--- config.mk ---
export PLATFORM = sky130hd
export DESIGN_NAME = exc_entry_seq
export DESIGN_NICKNAME = d
export VERILOG_FILES = /design/src/rtl/exc_seq_pkg.sv /design/src/rtl/exc_vec_sel.sv /design/src/rtl/exc_save_regs.sv /design/src/rtl/exc_entry_seq.sv
export SDC_FILE = /design/constraint.sdc
export NUM_CORES = 1
export LEC_CHECK = 0
export BUFFER_PORTS_ARGS = -buffer_cell sky130_fd_sc_hd__buf_2
export CORE_AREA = 2 2 144 146
export DETAILED_ROUTE_END_ITERATION = 8
export DIE_AREA = 0 0 146 148
export PLACE_DENSITY = 0.53
export SETUP_SLACK_MARGIN = 0.4
export SYNTH_ARGS = -nofsm -noshare
export SYNTH_HDL_FRONTEND = slang
export SYNTH_SLANG_ARGS = --single-unit
--- constraint.sdc ---
create_clock -name clk_i -period 4.2 [get_ports clk_i]
set_clock_uncertainty 0.15 [all_clocks]
set_input_delay 1.05 -clock clk_i [delete_from_list [all_inputs] [get_ports clk_i]]
set_output_delay 1.05 -clock clk_i [all_outputs]
set_load 0.005 [all_outputs]
--- src/rtl/exc_seq_pkg.sv ---
package exc_seq_pkg;
  typedef enum logic [1:0] {
    EXC_PG_WRITE = 2'd0,
    EXC_MISS_RD  = 2'd1,
    EXC_MISS_WR  = 2'd2,
    EXC_PROT     = 2'd3
  } exc_kind_e;

  localparam int SR_MD_BIT = 30;
  localparam int SR_RB_BIT = 29;
  localparam int SR_BL_BIT = 28;
endpackage

--- src/rtl/exc_vec_sel.sv ---
module exc_vec_sel
  import exc_seq_pkg::*;
#(
  parameter int XLEN   = 32,
  parameter int CODE_W = 12,
  parameter logic [CODE_W-1:0] CODE_PG_WRITE = 12'h080,
  parameter logic [CODE_W-1:0] CODE_MISS_RD  = 12'h040,
  parameter logic [CODE_W-1:0] CODE_MISS_WR  = 12'h060,
  parameter logic [CODE_W-1:0] CODE_PROT     = 12'h0A0,
  parameter logic [XLEN-1:0]   OFS_GENERAL   = 32'h0000_0100,
  parameter logic [XLEN-1:0]   OFS_MISS      = 32'h0000_0400
) (
  input  exc_kind_e         kind_i,
  input  logic [XLEN-1:0]   vbr_i,
  output logic [CODE_W-1:0] code_o,
  output logic [XLEN-1:0]   target_o
);
  logic [XLEN-1:0] ofs;

  always_comb begin
    unique case (kind_i)
      EXC_PG_WRITE: begin code_o = CODE_PG_WRITE; ofs = OFS_GENERAL; end
      EXC_MISS_RD:  begin code_o = CODE_MISS_RD;  ofs = OFS_MISS;    end
      EXC_MISS_WR:  begin code_o = CODE_MISS_WR;  ofs = OFS_MISS;    end
      default:      begin code_o = CODE_PROT;     ofs = OFS_GENERAL; end
    endcase
  end

  assign target_o = vbr_i + ofs;  // wraps modulo 2^XLEN
endmodule

--- src/rtl/exc_save_regs.sv ---
module exc_save_regs #(
  parameter int XLEN    = 32,
  parameter int VPN_LSB = 10,
  parameter int WAY_W   = 2,
  parameter int CODE_W  = 12,
  localparam int VPN_W  = XLEN - VPN_LSB
) (
  input  logic              clk_i,
  input  logic              rst_ni,
  input  logic              capture_i,
  input  logic [XLEN-1:0]   va_i,
  input  logic [XLEN-1:0]   ret_pc_i,
  input  logic [XLEN-1:0]   sr_i,
  input  logic [CODE_W-1:0] code_i,
  input  logic [WAY_W-1:0]  way_i,
  output logic [VPN_W-1:0]  vpn_o,
  output logic [XLEN-1:0]   tea_o,
  output logic [XLEN-1:0]   spc_o,
  output logic [XLEN-1:0]   ssr_o,
  output logic [CODE_W-1:0] cause_o,
  output logic [WAY_W-1:0]  rc_o
);
  always_ff @(posedge clk_i or negedge rst_ni) begin
    if (!rst_ni) begin
      vpn_o   <= '0;
      tea_o   <= '0;
      spc_o   <= '0;
      ssr_o   <= '0;
      cause_o <= '0;
      rc_o    <= '0;
    end else if (capture_i) begin
      vpn_o   <= va_i[XLEN-1:VPN_LSB];
      tea_o   <= va_i;
      spc_o   <= ret_pc_i;
      ssr_o   <= sr_i;
      cause_o <= code_i;
      rc_o    <= way_i;
    end
  end

  p_tea_load_r2: assert property (@(posedge clk_i) disable iff (!rst_ni)
    capture_i |=> tea_o == $past(va_i));
  p_vpn_load_r2: assert property (@(posedge clk_i) disable iff (!rst_ni)
    capture_i |=> vpn_o == $past(va_i[XLEN-1:VPN_LSB]));
  p_ssr_load_r5: assert property (@(posedge clk_i) disable iff (!rst_ni)
    capture_i |=> ssr_o == $past(sr_i));
  p_rc_load_r6: assert property (@(posedge clk_i) disable iff (!rst_ni)
    capture_i |=> rc_o == $past(way_i));
  p_hold_r8: assert property (@(posedge clk_i) disable iff (!rst_ni)
    !capture_i |=> $stable(tea_o) && $stable(spc_o) && $stable(ssr_o)
                   && $stable(cause_o) && $stable(rc_o) && $stable(vpn_o));
endmodule

--- src/rtl/exc_entry_seq.sv ---
module exc_entry_seq
  import exc_seq_pkg::*;
#(
  parameter int XLEN    = 32,
  parameter int VPN_LSB = 10,
  parameter int WAY_W   = 2,
  parameter int CODE_W  = 12,
  localparam int VPN_W  = XLEN - VPN_LSB
) (
  input  logic              clk_i,
  input  logic              rst_ni,
  input  logic              exc_req_i,
  input  logic [1:0]        exc_kind_i,
  input  logic [XLEN-1:0]   fault_va_i,
  input  logic [XLEN-1:0]   pc_i,
  input  logic              in_dslot_i,
  input  logic [XLEN-1:0]   branch_pc_i,
  input  logic [XLEN-1:0]   sr_i,
  input  logic [XLEN-1:0]   vbr_i,
  input  logic [WAY_W-1:0]  way_i,
  input  logic              rte_i,
  output logic              redirect_o,
  output logic [XLEN-1:0]   target_o,
  output logic              sr_we_o,
  output logic [XLEN-1:0]   sr_next_o,
  output logic [VPN_W-1:0]  vpn_o,
  output logic [XLEN-1:0]   tea_o,
  output logic [XLEN-1:0]   spc_o,
  output logic [XLEN-1:0]   ssr_o,
  output logic [CODE_W-1:0] cause_o,
  output logic [WAY_W-1:0]  rc_o
);
  localparam logic [XLEN-1:0] ENTRY_SET =
    (XLEN'(1) << SR_MD_BIT) | (XLEN'(1) << SR_RB_BIT) | (XLEN'(1) << SR_BL_BIT);

  logic              accept;
  logic [XLEN-1:0]   ret_pc;
  logic [XLEN-1:0]   vec_target;
  logic [CODE_W-1:0] vec_code;

  // return wins over a simultaneous request; BL masks new entries
  assign accept = exc_req_i && !rte_i && !sr_i[SR_BL_BIT];
  assign ret_pc = in_dslot_i ? branch_pc_i : pc_i;

  exc_vec_sel #(.XLEN(XLEN), .CODE_W(CODE_W)) u_vec (
    .kind_i   (exc_kind_e'(exc_kind_i)),
    .vbr_i    (vbr_i),
    .code_o   (vec_code),
    .target_o (vec_target)
  );

  exc_save_regs #(.XLEN(XLEN), .VPN_LSB(VPN_LSB), .WAY_W(WAY_W), .CODE_W(CODE_W)) u_save (
    .clk_i     (clk_i),
    .rst_ni    (rst_ni),
    .capture_i (accept),
    .va_i      (fault_va_i),
    .ret_pc_i  (ret_pc),
    .sr_i      (sr_i),
    .code_i    (vec_code),
    .way_i     (way_i),
    .vpn_o     (vpn_o),
    .tea_o     (tea_o),
    .spc_o     (spc_o),
    .ssr_o     (ssr_o),
    .cause_o   (cause_o),
    .rc_o      (rc_o)
  );

  always_comb begin
    redirect_o = 1'b0;
    sr_we_o    = 1'b0;
    target_o   = vec_target;
    sr_next_o  = sr_i;
    if (rte_i) begin
      redirect_o = 1'b1;
      sr_we_o    = 1'b1;
      target_o   = spc_o;
      sr_next_o  = ssr_o;
    end else if (accept) begin
      redirect_o = 1'b1;
      sr_we_o    = 1'b1;
      sr_next_o  = sr_i | ENTRY_SET;
    end
  end

  p_entry_bits_r5: assert property (@(posedge clk_i) disable iff (!rst_ni)
    accept |-> sr_we_o && sr_next_o[SR_MD_BIT] && sr_next_o[SR_BL_BIT] && sr_next_o[SR_RB_BIT]);
  p_spc_select_r4: assert property (@(posedge clk_i) disable iff (!rst_ni)
    accept |=> spc_o == ($past(in_dslot_i) ? $past(branch_pc_i) : $past(pc_i)));
  p_blocked_quiet_r8: assert property (@(posedge clk_i) disable iff (!rst_ni)
    (exc_req_i && sr_i[SR_BL_BIT] && !rte_i) |-> !redirect_o && !sr_we_o);
  p_rte_restore_r9: assert property (@(posedge clk_i) disable iff (!rst_ni)
    rte_i |-> redirect_o && target_o == spc_o && sr_next_o == ssr_o);
  p_rte_keep_r9: assert property (@(posedge clk_i) disable iff (!rst_ni)
    rte_i |=> $stable(spc_o) && $stable(ssr_o));
endmodule

==> impl_metrics.json <==
{
  "p_int_w": 0.00212,
  "route.final.wire_length_mm": 16.9,
  "clk_latency_ps": 340,
  "pre_cts_ws_ps": 1.25,
  "synth-edff-count": 0,
  "synthArstFlopShare_pct": 100,
  "ys_seq_area_share_pct": 45.2,
  "grt_pass1_wl_mm": 26.2,
  "vias": 4975,
  "cts_tree": "built",
  "max-cap-violations": 0,
  "combPwrFrac_pct": 29.2,
  "setup-violations-final": 0,
  "worstSetupPathType": "input port to output port",
  "port_buffers": 357,
  "ctsRootBufferMaster": "clkbuf_16",
  "cellLeakagePower_nw": 3.91,
  "cp_top_family": "simple AND/OR/NAND/NOR gates",
  "synth_cell_types": 42,
  "avgRoutedWirePerCell_um": 15.2,
  "period_minus_slack_ps": 4140,
  "cpMostUsedCell": "ha_4",
  "grt_antenna_before_repair": 0,
  "fmax_ghz": 0.242,
  "via_per_inst": 4.47,
  "hold_viol": 0,
  "die_w_um": 146,
  "tightest_slew_ps": 979,
  "seq_power_share_pct": 42.3,
  "start_kind": "input port",
  "ys_ff_latch": 101,
  "syn_area_per_cell_um2": 11.0,
  "synthesis.area_um2": 5600,
  "place_congestion": 0.812,
  "cp_max_fo": 6,
  "io_pins": 367,
  "synth_ff_type": "dfrtp_1",
  "worst_slew_margin_rel_pct": 34.7,
  "post-route-period-util_pct": 98.6,
  "drive_above_1_share_pct": 62.0,
  "cts_buffers": 9,
  "chipHeight_um": 148,
  "grt-ovfl-total": 0,
  "synthCells": 507,
  "fin_nets": 1012,
  "cts_sinks": 101,
  "critical_path.max_stage_delay_ps": 470,
  "post-route-drc-count": 0,
  "gr-usage-all-layers_pct": 15.2,
  "status": "finished clean",
  "hpwl_mm": 13.0,
  "coreArea_um2": 20000,
  "vdd_ir_drop_max_mv": 0.252,
  "final_util_pct": 39.9,
  "grt_max_degree": 90,
  "htreeDepth": 3,
  "path_clk_slew_ps": 70,
  "fp.dieArea_um2": 21600,
  "yosysWarnings": 0,
  "cts_buffer_depth": 2,
  "drt_iter0_markers": 107,
  "antennaDiodeCount": 0,
  "std_cell_rows": 52,
  "crit_slowest_cell": "or4_4",
  "power_switching_w": 0.000914,
  "cp.arrival_ps": 2940,
  "area_delta_synth_final_pct": 43.0,
  "path_buf_inv": 3,
  "cp.required_ps": 3000,
  "drv_slew": 0,
  "crit_chain": "buf_8 -> ha_4 -> inv_4 -> ha_4 -> a31oi_4 -> or4_4 -> or3_1 -> a31oi_1 -> buf_2",
  "setup_ws_ps": 60.5,
  "pwr-share-clk_pct": 28.5,
  "end_kind": "output port",
  "rsz0062_at_grt": "yes",
  "ant_nets": 0,
  "first_pass_iters": 4,
  "power.density_nw_per_um2": 379,
  "grt_pass1_vias": 4813,
  "hp-class": "flip-flop to flip-flop",
  "swShare_pct": 30.1,
  "initial_utilization_pct": 27.9
}
[sequential cells by signal, summed over array words and instances, names as in the netlist]
signal and flops:
u_save.spc_o 32, u_save.ssr_o 32, u_save.cause_o 3, u_save.tea_o 32
u_save.rc_o 2
[kinds of logic after synthesis]
family	Yosys count	share of synthesized area [%]
fa+ha+maj	5	1.12
flops	101	45.2
other cells	1	0.0670
mux	142	27.8
simple gates	113	10.6
buf+inv	68	7.02
xor+xnor	13	2.03
compound gates	64	6.22
[path summary, 6_finish.rpt]
path	start	depth (start not counted)	to	slack [ps]
min in group asynchronous	rst_ni	1	u_save.tea_o[3]$_DFFE_PN0P_	710
worst max-delay path	exc_kind_i[1]	9	target_o[27]	60
worst min-delay path	u_save.rc_o[0]$_DFFE_PN0P_	1	u_save.rc_o[0]$_DFFE_PN0P_	360
max in group asynchronous	rst_ni	2	u_save.ssr_o[22]$_DFFE_PN0P_	2320
worst min register to register	u_save.rc_o[0]$_DFFE_PN0P_	1	u_save.rc_o[0]$_DFFE_PN0P_	360
worst max register to register	u_save.ssr_o[29]$_DFFE_PN0P_	1	u_save.ssr_o[29]$_DFFE_PN0P_	3260
[Yosys cell counts, types with 3 or more instances]
library cell	count	area, um2
nand3_1	12	60.1
nand2_1	25	93.8
inv_1	4	15.0
xnor2_1	6	52.6
xor2_1	7	61.3
mux2_2	107	1200
nor2_1	43	161
buf_4	32	240
a31oi_1	4	25.0
o21ai_0	18	90.1
nor3_1	3	15.0
nand4_1	7	43.8
nor2b_1	3	18.8
buf_1	3	11.3
clkbuf_1	19	71.3
ha_1	5	62.6
dfrtp_1	101	2530
a21oi_1	35	175
mux2i_1	35	350
buf_2	8	40.0
or3_1	3	18.8
nor4_1	3	18.8
[routing by layer]
metal	part of all wire (%)	GRT usage, %	wire length [um]	vias up
li1	-	-	-	2415
met1	42	19.0	7120	2318
met2	48	25.4	8210	223
met3	7.6	3.77	1290	19
met4	1.9	5.68	330	0
met5	0	0	0	-
[power groups by stage]
stage / registers [W] / clock network, W / logic [W]
3_5_place_dp: 0.00130 / 0 / 0.000877
2_1_floorplan: 0.00130 / 0 / 0.000427
6_report: 0.00128 / 0.000865 / 0.000885
5_1_grt: 0.00132 / 0.000946 / 0.000974
3_3_place_gp: 0.00130 / 0 / 0.000872
4_1_cts: 0.00129 / 0.000903 / 0.000895
[layout make-up]
| class | instances | area (um2) |
|---|---|---|
| fillers | 2071 | 12000 |
| multi-input cells | 346 | 2820 |
| flip-flops and latches | 101 | 2530 |
| repair buffers | 375 | 1980 |
| well taps | 270 | 338 |
| clock buffers | 9 | 225 |
| clock inverters | 7 | 80.1 |
| inverters | 5 | 23.8 |
[stage by stage]
stage               area (um2)  hold WS [ps]  setup TNS (ps)  power (W)  std cells
detailed placement        7550           341               0    0.00218       1091
finish                    8000           357               0    0.00303       1113
global route              8000           379           -1.44    0.00324       1113
CTS                       7970           359               0    0.00308       1110
floorplan                 5670           355               0    0.00173        515
global placement          7550           337               0    0.00217       1091
[cells in the final DEF (no fill, tap or decap), drive strengths merged, types with 2 or more instances in the layout]
cell	netlist	routed
dfrtp	101	101
ha	5	5
a21oi	35	35
nand3	12	12
a31oi	4	4
nor2b	3	3
xnor2	6	6
o21ai	19	19
mux2	107	107
xor2	7	7
nor4	3	3
nand2	25	25
and4	3	3
nor2	43	43
nand4	10	10
nor3b	2	2
a311o	2	2
mux2i	35	35
inv	4	7
clkinv	1	3
conb	1	9
or3	3	3
nor3	3	3
clkbuf	19	9
buf	44	375
[repair_timing]
action	in CTS	in global routing
hold buffers	0	0
buffers inserted	3	3
setup endpoints to repair	19	20
resized for setup	20	9
pin swaps	8	6
No activity file was read; power rests on OpenSTA's default activity.
